### src/rtl/lir_pkg.sv
package lir_pkg;
  localparam int LIR_NSRC     = 9;
  localparam int LIR_NLINES   = 3;
  localparam int LIR_DW       = 32;
  localparam int LIR_AW       = 6;
  localparam int LIR_STAT_LSB = 16;

  // byte offset of the control word for output line n
  function automatic int unsigned line_offset(input int unsigned n);
    return 32'd4 + 32'd4 * n;
  endfunction

  // byte offset of the polarity word
  function automatic int unsigned pol_offset();
    return 32'd0;
  endfunction
endpackage

### src/rtl/lir_sync.sv
module lir_sync #(
  parameter int W = 9
) (
  input  logic         clk,
  input  logic         rst_n,
  input  logic [W-1:0] d_i,
  output logic [W-1:0] q_o
);
  logic [W-1:0] stage1_q;
  logic [W-1:0] stage2_q;

  always_ff @(posedge clk or negedge rst_n) begin
    if (!rst_n) begin
      stage1_q <= '0;
      stage2_q <= '0;
    end else begin
      stage1_q <= d_i;
      stage2_q <= stage1_q;
    end
  end

  assign q_o = stage2_q;
endmodule

### src/rtl/lir_norm.sv
module lir_norm #(
  parameter int W = 9
) (
  input  logic [W-1:0] lvl_i,
  input  logic [W-1:0] pol_i,
  output logic [W-1:0] active_o
);
  // per source: high-active passes the level, low-active inverts it
  for (genvar k = 0; k < W; k++) begin : g_bit
    assign active_o[k] = pol_i[k] ? lvl_i[k] : ~lvl_i[k];
  end
endmodule

### src/rtl/lir_line.sv
module lir_line #(
  parameter int NSRC = 9
) (
  input  logic            clk,
  input  logic            rst_n,
  input  logic            wr_i,
  input  logic [NSRC-1:0] wr_en_i,
  input  logic [NSRC-1:0] wr_ack_i,
  input  logic [NSRC-1:0] active_i,
  output logic [NSRC-1:0] en_o,
  output logic [NSRC-1:0] pend_o,
  output logic            irq_o
);
  logic [NSRC-1:0] en_q;
  logic [NSRC-1:0] pend_q;
  logic [NSRC-1:0] ack_eff;

  assign ack_eff = wr_i ? wr_ack_i : '0;

  always_ff @(posedge clk or negedge rst_n) begin
    if (!rst_n) begin
      en_q   <= '0;
      pend_q <= '0;
    end else begin
      if (wr_i) en_q <= wr_en_i;
      // a fresh set overrides an acknowledge in the same cycle
      pend_q <= (pend_q & ~ack_eff) | active_i;
    end
  end

  assign en_o   = en_q;
  assign pend_o = pend_q;
  assign irq_o  = |(pend_q & en_q);
endmodule

### src/rtl/lir_top.sv
module lir_top
  import lir_pkg::*;
#(
  parameter int NSRC     = LIR_NSRC,
  parameter int NLINES   = LIR_NLINES,
  parameter int DW       = LIR_DW,
  parameter int AW       = LIR_AW,
  parameter int STAT_LSB = LIR_STAT_LSB
) (
  input  logic              clk,
  input  logic              rst_n,
  input  logic [NSRC-1:0]   src_i,
  input  logic              bus_we,
  input  logic [AW-1:0]     bus_addr,
  input  logic [DW-1:0]     bus_wdata,
  output logic [DW-1:0]     bus_rdata,
  output logic [NLINES-1:0] irq_o
);
  localparam int FLAT_W = NSRC * NLINES;

  logic [NSRC-1:0]   src_sync;
  logic [NSRC-1:0]   src_active;
  logic [NSRC-1:0]   pol_q;
  logic              pol_sel;
  logic [NLINES-1:0] line_sel;
  logic [NLINES-1:0] line_wr;
  logic [FLAT_W-1:0] line_en_flat;
  logic [FLAT_W-1:0] line_pend_flat;

  lir_sync #(.W(NSRC)) u_sync (
    .clk   (clk),
    .rst_n (rst_n),
    .d_i   (src_i),
    .q_o   (src_sync)
  );

  lir_norm #(.W(NSRC)) u_norm (
    .lvl_i    (src_sync),
    .pol_i    (pol_q),
    .active_o (src_active)
  );

  assign pol_sel = (bus_addr == AW'(pol_offset()));

  always_ff @(posedge clk or negedge rst_n) begin
    if (!rst_n) pol_q <= '0;
    else if (bus_we && pol_sel) pol_q <= bus_wdata[NSRC-1:0];
  end

  for (genvar n = 0; n < NLINES; n++) begin : g_line
    assign line_sel[n] = (bus_addr == AW'(line_offset(n)));
    assign line_wr[n]  = bus_we && line_sel[n];

    lir_line #(.NSRC(NSRC)) u_line (
      .clk      (clk),
      .rst_n    (rst_n),
      .wr_i     (line_wr[n]),
      .wr_en_i  (bus_wdata[NSRC-1:0]),
      .wr_ack_i (bus_wdata[STAT_LSB +: NSRC]),
      .active_i (src_active),
      .en_o     (line_en_flat[n*NSRC +: NSRC]),
      .pend_o   (line_pend_flat[n*NSRC +: NSRC]),
      .irq_o    (irq_o[n])
    );
  end

  // read mux: selects are mutually exclusive, unmatched addresses give 0
  always_comb begin
    bus_rdata = '0;
    if (pol_sel) bus_rdata[NSRC-1:0] = pol_q;
    for (int n = 0; n < NLINES; n++) begin
      if (line_sel[n]) begin
        bus_rdata[NSRC-1:0]         = line_en_flat[n*NSRC +: NSRC];
        bus_rdata[STAT_LSB +: NSRC] = line_pend_flat[n*NSRC +: NSRC];
      end
    end
  end
endmodule

### config.mk
export PLATFORM = sky130hd
export DESIGN_NAME = lir_top
export DESIGN_NICKNAME = d
export VERILOG_FILES = /design/src/rtl/lir_pkg.sv /design/src/rtl/lir_sync.sv /design/src/rtl/lir_norm.sv /design/src/rtl/lir_line.sv /design/src/rtl/lir_top.sv
export SDC_FILE = /design/constraint.sdc
export NUM_CORES = 1
export LEC_CHECK = 0
export BUFFER_PORTS_ARGS = -buffer_cell sky130_fd_sc_hd__buf_2
export CAP_MARGIN = 20
export CORE_UTILIZATION = 54
export DETAILED_ROUTE_END_ITERATION = 16
export GPL_TIMING_DRIVEN = 0
export PLACE_DENSITY_LB_ADDON = 0.05
export SYNTH_ARGS = -nofsm -noshare
export SYNTH_HDL_FRONTEND = slang
export SYNTH_HIERARCHICAL = 1
export SYNTH_SLANG_ARGS = --single-unit
### constraint.sdc
create_clock -name clk -period 1.6 [get_ports clk]
set_clock_uncertainty 0.15 [all_clocks]
set_input_delay 0.32 -clock clk [delete_from_list [all_inputs] [get_ports clk]]
set_output_delay 0.32 -clock clk [all_outputs]
set_load 0.02 [all_outputs]
==> flow_metrics.py, run 1 <==
metrics = {
    "run_status": {
        "status": "finished, violations left",
        "violations": "setup timing",
    },
    "timing": {
        "period_share": 1.33,
        "fin_ws_ns": -0.524,
        "worstMarginPinSlew_ns": 0.513,
        "final-setup-viol-count": 72,
        "drv_slew": 0,
        "slew_headroom": 0.658,
        "holdWs_ns": 0.0785,
        "hold_violations": 0,
        "rsz0062_at_grt": "yes",
        "fmax_mhz": 471,
        "period_needed_ns": 2.12,
    },
    "synthesis": {
        "synth_top_family_by_area": "multiplexers",
        "synth-seq-area-share": 0.543,
        "synthMuxAreaShare": 0.193,
        "synthSimpleGateAreaFrac": 0.0755,
        "synth_xor_area_frac": 0.0211,
        "synth-compound-area-share": 0.106,
        "ys.flop_type": "dfrtp_1",
        "synth_area_leaders": "dfrtp_1 (54%), mux2_2 (13%), a21o_1 (5.4%)",
        "syn_area_per_cell_um2": 13.4,
        "synth_edf_count": 0,
        "synthTopCellsByCount": "dfrtp_1 (81), mux2_2 (42), a21o_1 (27), nand2_1 (27), buf_4 (14)",
        "async_flop_share": 1.00,
        "syn_area_um2": 3730,
        "yosysTopAreaCell": "dfrtp_1",
        "yosysMostFrequentCell": "dfrtp_1",
        "synthAdderAreaFrac": 0,
        "syn_inst": 278,
        "synth-seq-cells": 81,
        "synth_warnings": 6,
        "yosysUniqueCellTypes": 27,
        "synth_top_cell_area_share": 0.543,
    },
    "global_route": {
        "top_usage_layer": "met2",
        "grt_pass1_wl_um": 16600,
        "grt_usage": 0.320,
        "antenna_found_initial": 0,
        "grt_max_degree": 46,
        "grt_util_met3": 0.0827,
        "first_global_vias": 3108,
        "grt_overflow": 0,
        "grt_use_met2": 0.530,
        "use_met1": 0.392,
    },
    "drt": {
        "drt_first_pass_iters": 5,
        "vias": 2973,
        "detail_route.wl_per_cell_um": 22.7,
        "wirelength_um": 11500,
        "ant_nets": 0,
        "vias_per_cell": 5.86,
        "drtIter0Drc": 199,
        "drc": 0,
    },
    "min_path": {
        "hold_end": "g_line[2].u_line/en_o[3]",
        "hp-start": "bus_wdata[3]",
        "hold_path_class": "input port to register",
        "min_path_cells": 2,
    },
    "critical_path": {
        "required_ns": 1.13,
        "path_cells": "a22o_1, a221oi_2, nand3_1, buf_6",
        "worstPathMaxFanout": 3,
        "crit_path_end_kind": "output port",
        "r2r_start": "pol_q[2]",
        "crit_type": "register to output port",
        "slowest_stage": "dfrtp_1",
        "slowest_delay_ns": 0.41,
        "critPathLaunchType": "register",
        "r2r_cells": 3,
        "cp.arrival_ns": 1.65,
        "r2r_slack_ns": 0.32,
        "rr_endpoint": "g_line[1].u_line/pend_o[2]",
    },
    "place": {
        "gp_congestion": 0.787,
        "hpwl_um": 5850,
        "io_buffers": 56,
        "place_inst": 425,
        "dp_slack_ns": -0.780,
    },
    "clock_tree": {
        "cts_buffers": 9,
        "cts_tree": "yes",
        "ctsRootBufferMaster": "clkbuf_8",
        "cts_sinks": 81,
        "clk_pin_slew_ns": 0.09,
        "cts_buffer_depth": 2,
        "clk_latency_ns": 0.37,
        "cts_max_level": 3,
    },
    "pwr": {
        "swShare": 0.287,
        "power_mw": 4.98,
        "ir_drop_uv": 641,
        "p_sw_mw": 1.43,
        "p_per_area_nw_per_um2": 889,
        "power_frac_seq": 0.461,
        "combPwrFrac": 0.214,
        "leakagePower_nw": 2.50,
        "power.internal_mw": 3.55,
        "clkPwrFrac": 0.326,
    },
    "finish": {
        "area_delta_synth_final_pct": 50.1,
        "final_cells": 507,
        "drive_above_1_share": 0.616,
        "n_antenna_cell": 0,
        "fillers": 309,
        "nets": 475,
    },
    "floorplan": {
        "ioPinCount": 85,
        "initial_core_util": 0.574,
        "core-area_um2": 6490,
        "die_area_um2": 7250,
        "rows": 29,
        "fp.dieW_um": 85.1,
        "die_h_um": 85.1,
    },
    "run": {
        "cap_viol_max_count": 0,
    },
}
[registers in the layout (all words and copies together), names as in the netlist]
name                  cells
g_line.u_line/en_o       27
pol_q                     9
u_sync/q_o                9
g_line.u_line/pend_o     27
u_sync/stage1_q           9
[power by group through the flow]
stage / clock [mW] / sequential (mW) / combinational (mW)
finish: 1.62 / 2.29 / 1.06
global route: 1.73 / 2.31 / 1.12
CTS: 1.63 / 2.29 / 0.945
detailed placement: 0 / 2.36 / 0.698
global placement: 0 / 2.35 / 0.680
floorplan: 0 / 2.31 / 0.479
[repair_timing]
action	4_1_cts	5_1_grt
setup endpoints to repair	58	69
cloned	5	0
hold buffers	10	0
gates resized for setup	104	41
pin swaps	35	26
buffers inserted	35	18
endpoints found under the hold margin	45	0
[worst max-delay path, delay by kind of cell (launching register included)]
kind,cells,cell delay (ns)
AO/OA/AOI/OAI,2,0.54
flip-flops,1,0.41
AND/OR/NAND/NOR,1,0.17
buffers and inverters,1,0.17
[stage by stage]
stage	TNS (ns)	utilization	instance area, um2
6_report	-11.82	0.862	5600
2_1_floorplan	-8.65	-	3880
4_1_cts	-10.57	0.829	5390
5_1_grt	-13.30	0.862	5600
3_5_place_dp	-39.10	0.658	4280
3_3_place_gp	-81.99	0.655	4250
[layout make-up]
class / instances / area [um2] / share of cell area
plain buffers: 27 / 287 / 0.0512
clock buffers: 10 / 138 / 0.0246
clock inverters: 6 / 75.1 / 0.0134
inverters: 1 / 3.75 / 0.000670
flip-flops and latches: 81 / 2030 / 0.362
multi-input cells: 182 / 1890 / 0.337
well taps: 77 / 96.3 / 0.0172
repair buffers: 123 / 1090 / 0.194
[worst max-delay path by stage]
stage	startpoint	to	slack (ns)
3_5_place_dp	bus_addr[5]	g_line[0].u_line/en_o[7]	-0.78
4_1_cts	g_line[0].u_line/en_o[3]	irq_o[0]	-0.45
5_1_grt	g_line[0].u_line/en_o[3]	irq_o[0]	-0.57
2_1_floorplan	bus_addr[5]	g_line[0].u_line/en_o[7]	-0.30
6_report	g_line[2].u_line/en_o[3]	irq_o[2]	-0.52
3_3_place_gp	bus_addr[2]	g_line[2].u_line/en_o[7]	-0.73
[cells in the final DEF (no fill, tap or decap), types with 11 or more instances in the layout]
| cell | count |
|---|---|
| a21o_1 | 27 |
| conb_1 | 14 |
| mux2_2 | 11 |
| nand2_2 | 13 |
| nor2_4 | 11 |
| buf_12 | 12 |
| buf_4 | 57 |
| buf_2 | 35 |
| clkbuf_8 | 11 |
| buf_6 | 28 |
| dfrtp_1 | 81 |
| mux2_4 | 34 |
[layer usage]
| layer | up-vias | routed length, um |
|---|---|---|
| li1 | 1261 | - |
| met1 | 1509 | 4460 |
| met2 | 151 | 5760 |
| met3 | 52 | 730 |
| met4 | 0 | 543 |
| met5 | - | 0 |
[logic make-up (layout without fill, tap and decap cells)]
family	count (synthesis)	in the layout
XOR/XNOR	9	9
flip-flops	81	81
AND/OR/NAND/NOR	57	57
multiplexers	54	54
AO/OA/AOI/OAI	48	48
other	1	14
buffers and inverters	28	167
No activity file was read; power rests on OpenSTA's default activity.
==> inputs of run 2 (changes only) <==
CAP_MARGIN = unset   (was 20)
SETUP_SLACK_MARGIN = 0.05   (was unset)
==> flow_metrics.py, run 2 (synthesis gave the netlist of run 1 again) <==
metrics = {
    "place": {
        "io_buffers": 56,
        "gp_congestion": 0.805,
        "hpwl_um": 5710,
        "place_inst": 425,
    },
    "pwr": {
        "p_per_area_nw_per_um2": 853,
        "clkPwrFrac": 0.288,
        "swShare": 0.300,
        "power_frac_seq": 0.478,
        "p_sw_mw": 1.45,
        "power.internal_mw": 3.39,
        "ir_drop_uv": 736,
        "power_mw": 4.85,
        "combPwrFrac": 0.233,
        "leakagePower_nw": 2.52,
    },
    "timing": {
        "worstMarginPinSlew_ns": 0.540,
        "rsz0062_at_grt": "yes",
        "slew_headroom": 0.640,
        "fin_setup_tns_ns": -14.98,
        "final-setup-viol-count": 57,
        "fmax_mhz": 465,
        "period_needed_ns": 2.15,
        "fin_ws_ns": -0.552,
        "drv_slew": 0,
        "period_share": 1.34,
        "hold_violations": 0,
    },
    "finish": {
        "n_antenna_cell": 0,
        "fillers": 280,
        "final_cells": 510,
        "final_core_util": 0.875,
        "multi_input_area_um2": 1890,
        "nets": 478,
        "seqCellArea_um2": 2030,
        "drive_above_1_share": 0.619,
        "final_common_cell": "dfrtp_1",
        "area_delta_synth_final_pct": 52.2,
        "mostFrequentLayoutCells": "dfrtp_1 (81), buf_4 (52), mux2_4 (36)",
    },
    "run": {
        "cap_viol_max_count": 0,
    },
    "global_route": {
        "grt_overflow": 0,
        "grt_pass1_wl_um": 17300,
        "grt_max_degree": 46,
        "antenna_found_initial": 0,
        "grt_usage": 0.333,
        "first_global_vias": 3110,
    },
    "critical_path": {
        "critPathLaunchType": "register",
        "r2r_start": "pol_q[2]",
        "critPathLaunch": "pol_q[2]",
        "crit_family": "multiplexers",
        "path_cells": "mux4_2, and2_4, buf_6",
        "path_buf_inv": 1,
        "worstPathMaxFanout": 2,
        "cp.arrival_ns": 1.68,
        "slowest_stage": "mux4_2",
        "crit_type": "register to output port",
        "crit_path_end_kind": "output port",
        "rr_endpoint": "g_line[1].u_line/pend_o[2]",
        "r2r_cells": 3,
        "slowest_delay_ns": 0.56,
        "r2r_slack_ns": 0.26,
        "required_ns": 1.13,
    },
    "floorplan": {
        "die_h_um": 85.1,
        "die_area_um2": 7250,
        "rows": 29,
        "initial_core_util": 0.574,
        "fp.dieW_um": 85.1,
        "ioPinCount": 85,
        "core-area_um2": 6490,
    },
    "run_status": {
        "status": "finished, violations left",
        "violations": "setup timing",
    },
    "min_path": {
        "hold_end": "g_line[2].u_line/en_o[7]",
        "hold_path_class": "input port to register",
        "hp-start": "bus_wdata[7]",
        "min_path_cells": 2,
    },
    "clock_tree": {
        "cts_buffers": 9,
        "cts_sinks": 81,
        "cts_tree": "yes",
        "clk_latency_ns": 0.36,
        "ctsRootBufferMaster": "clkbuf_8",
        "clk_pin_slew_ns": 0.08,
        "cts_buffer_depth": 2,
        "cts_max_level": 3,
    },
    "drt": {
        "wl_met3_um": 915,
        "drt_first_pass_iters": 5,
        "drc": 0,
        "dr_wl_met2_um": 6110,
        "wirelength_um": 12100,
        "vias_per_cell": 6.05,
        "detail_route.wl_per_cell_um": 23.8,
        "highest_layer": "met4",
        "drtIter0Drc": 322,
        "wl_met1_um": 4630,
        "ant_nets": 0,
        "vias": 3084,
    },
}
-- run 2: how the worst max path moves through the flow --
| stage | end | slack, ns | cells after the start |
|---|---|---|---|
| after floorplan | g_line[0].u_line/en_o[7] | -0.30 | 7 |
| after global placement | g_line[2].u_line/en_o[7] | -0.74 | 8 |
| after detailed placement | g_line[0].u_line/en_o[7] | -0.76 | 8 |
| after CTS | irq_o[1] | -0.45 | 4 |
| after global routing | irq_o[2] | -0.59 | 4 |
| final | bus_rdata[2] | -0.55 | 3 |
-- run 2: timing repair --
item                                    CTS  global route
hold buffers                             10             0
cloned                                    6             0
resized for setup                       138            26
endpoints found under the setup margin   67            69
hold endpoints to repair                 45             0
setup buffers                            47             9
pin swaps                                43            22
-- run 2: per-stage QoR --
stage	hold WS [ns]	cell area, um2	setup WS (ns)
2_1_floorplan	-0.126	3880	-0.300
3_3_place_gp	0.182	4260	-0.737
3_5_place_dp	0.161	4280	-0.759
4_1_cts	0.0692	5590	-0.446
5_1_grt	0.0754	5680	-0.589
6_report	0.0939	5680	-0.552
-- run 2: area by class of cell --
| class | instances | share of cell area |
|---|---|---|
| sequential | 81 | 0.357 |
| multi-input combinational | 182 | 0.333 |
| tap | 77 | 0.0170 |
| clock buffer | 10 | 0.0225 |
| inverter | 1 | 0.000661 |
| clock inverter | 6 | 0.00903 |
| timing repair buffer | 126 | 0.209 |
| buffer | 27 | 0.0518 |
-- run 2: routing by layer --
layer	up-vias	track usage
met1	1569	0.414
met5	-	0
met3	46	0.0749
met4	0	0.137
met2	199	0.567
li1	1270	-
-- run 2: power by group through the flow --
stage	registers, mW	logic [mW]	clock network (mW)
finish	2.32	1.13	1.40
global route	2.32	1.18	1.50
CTS	2.28	1.02	1.42
detailed placement	2.36	0.698	0
global placement	2.35	0.681	0
floorplan	2.31	0.479	0
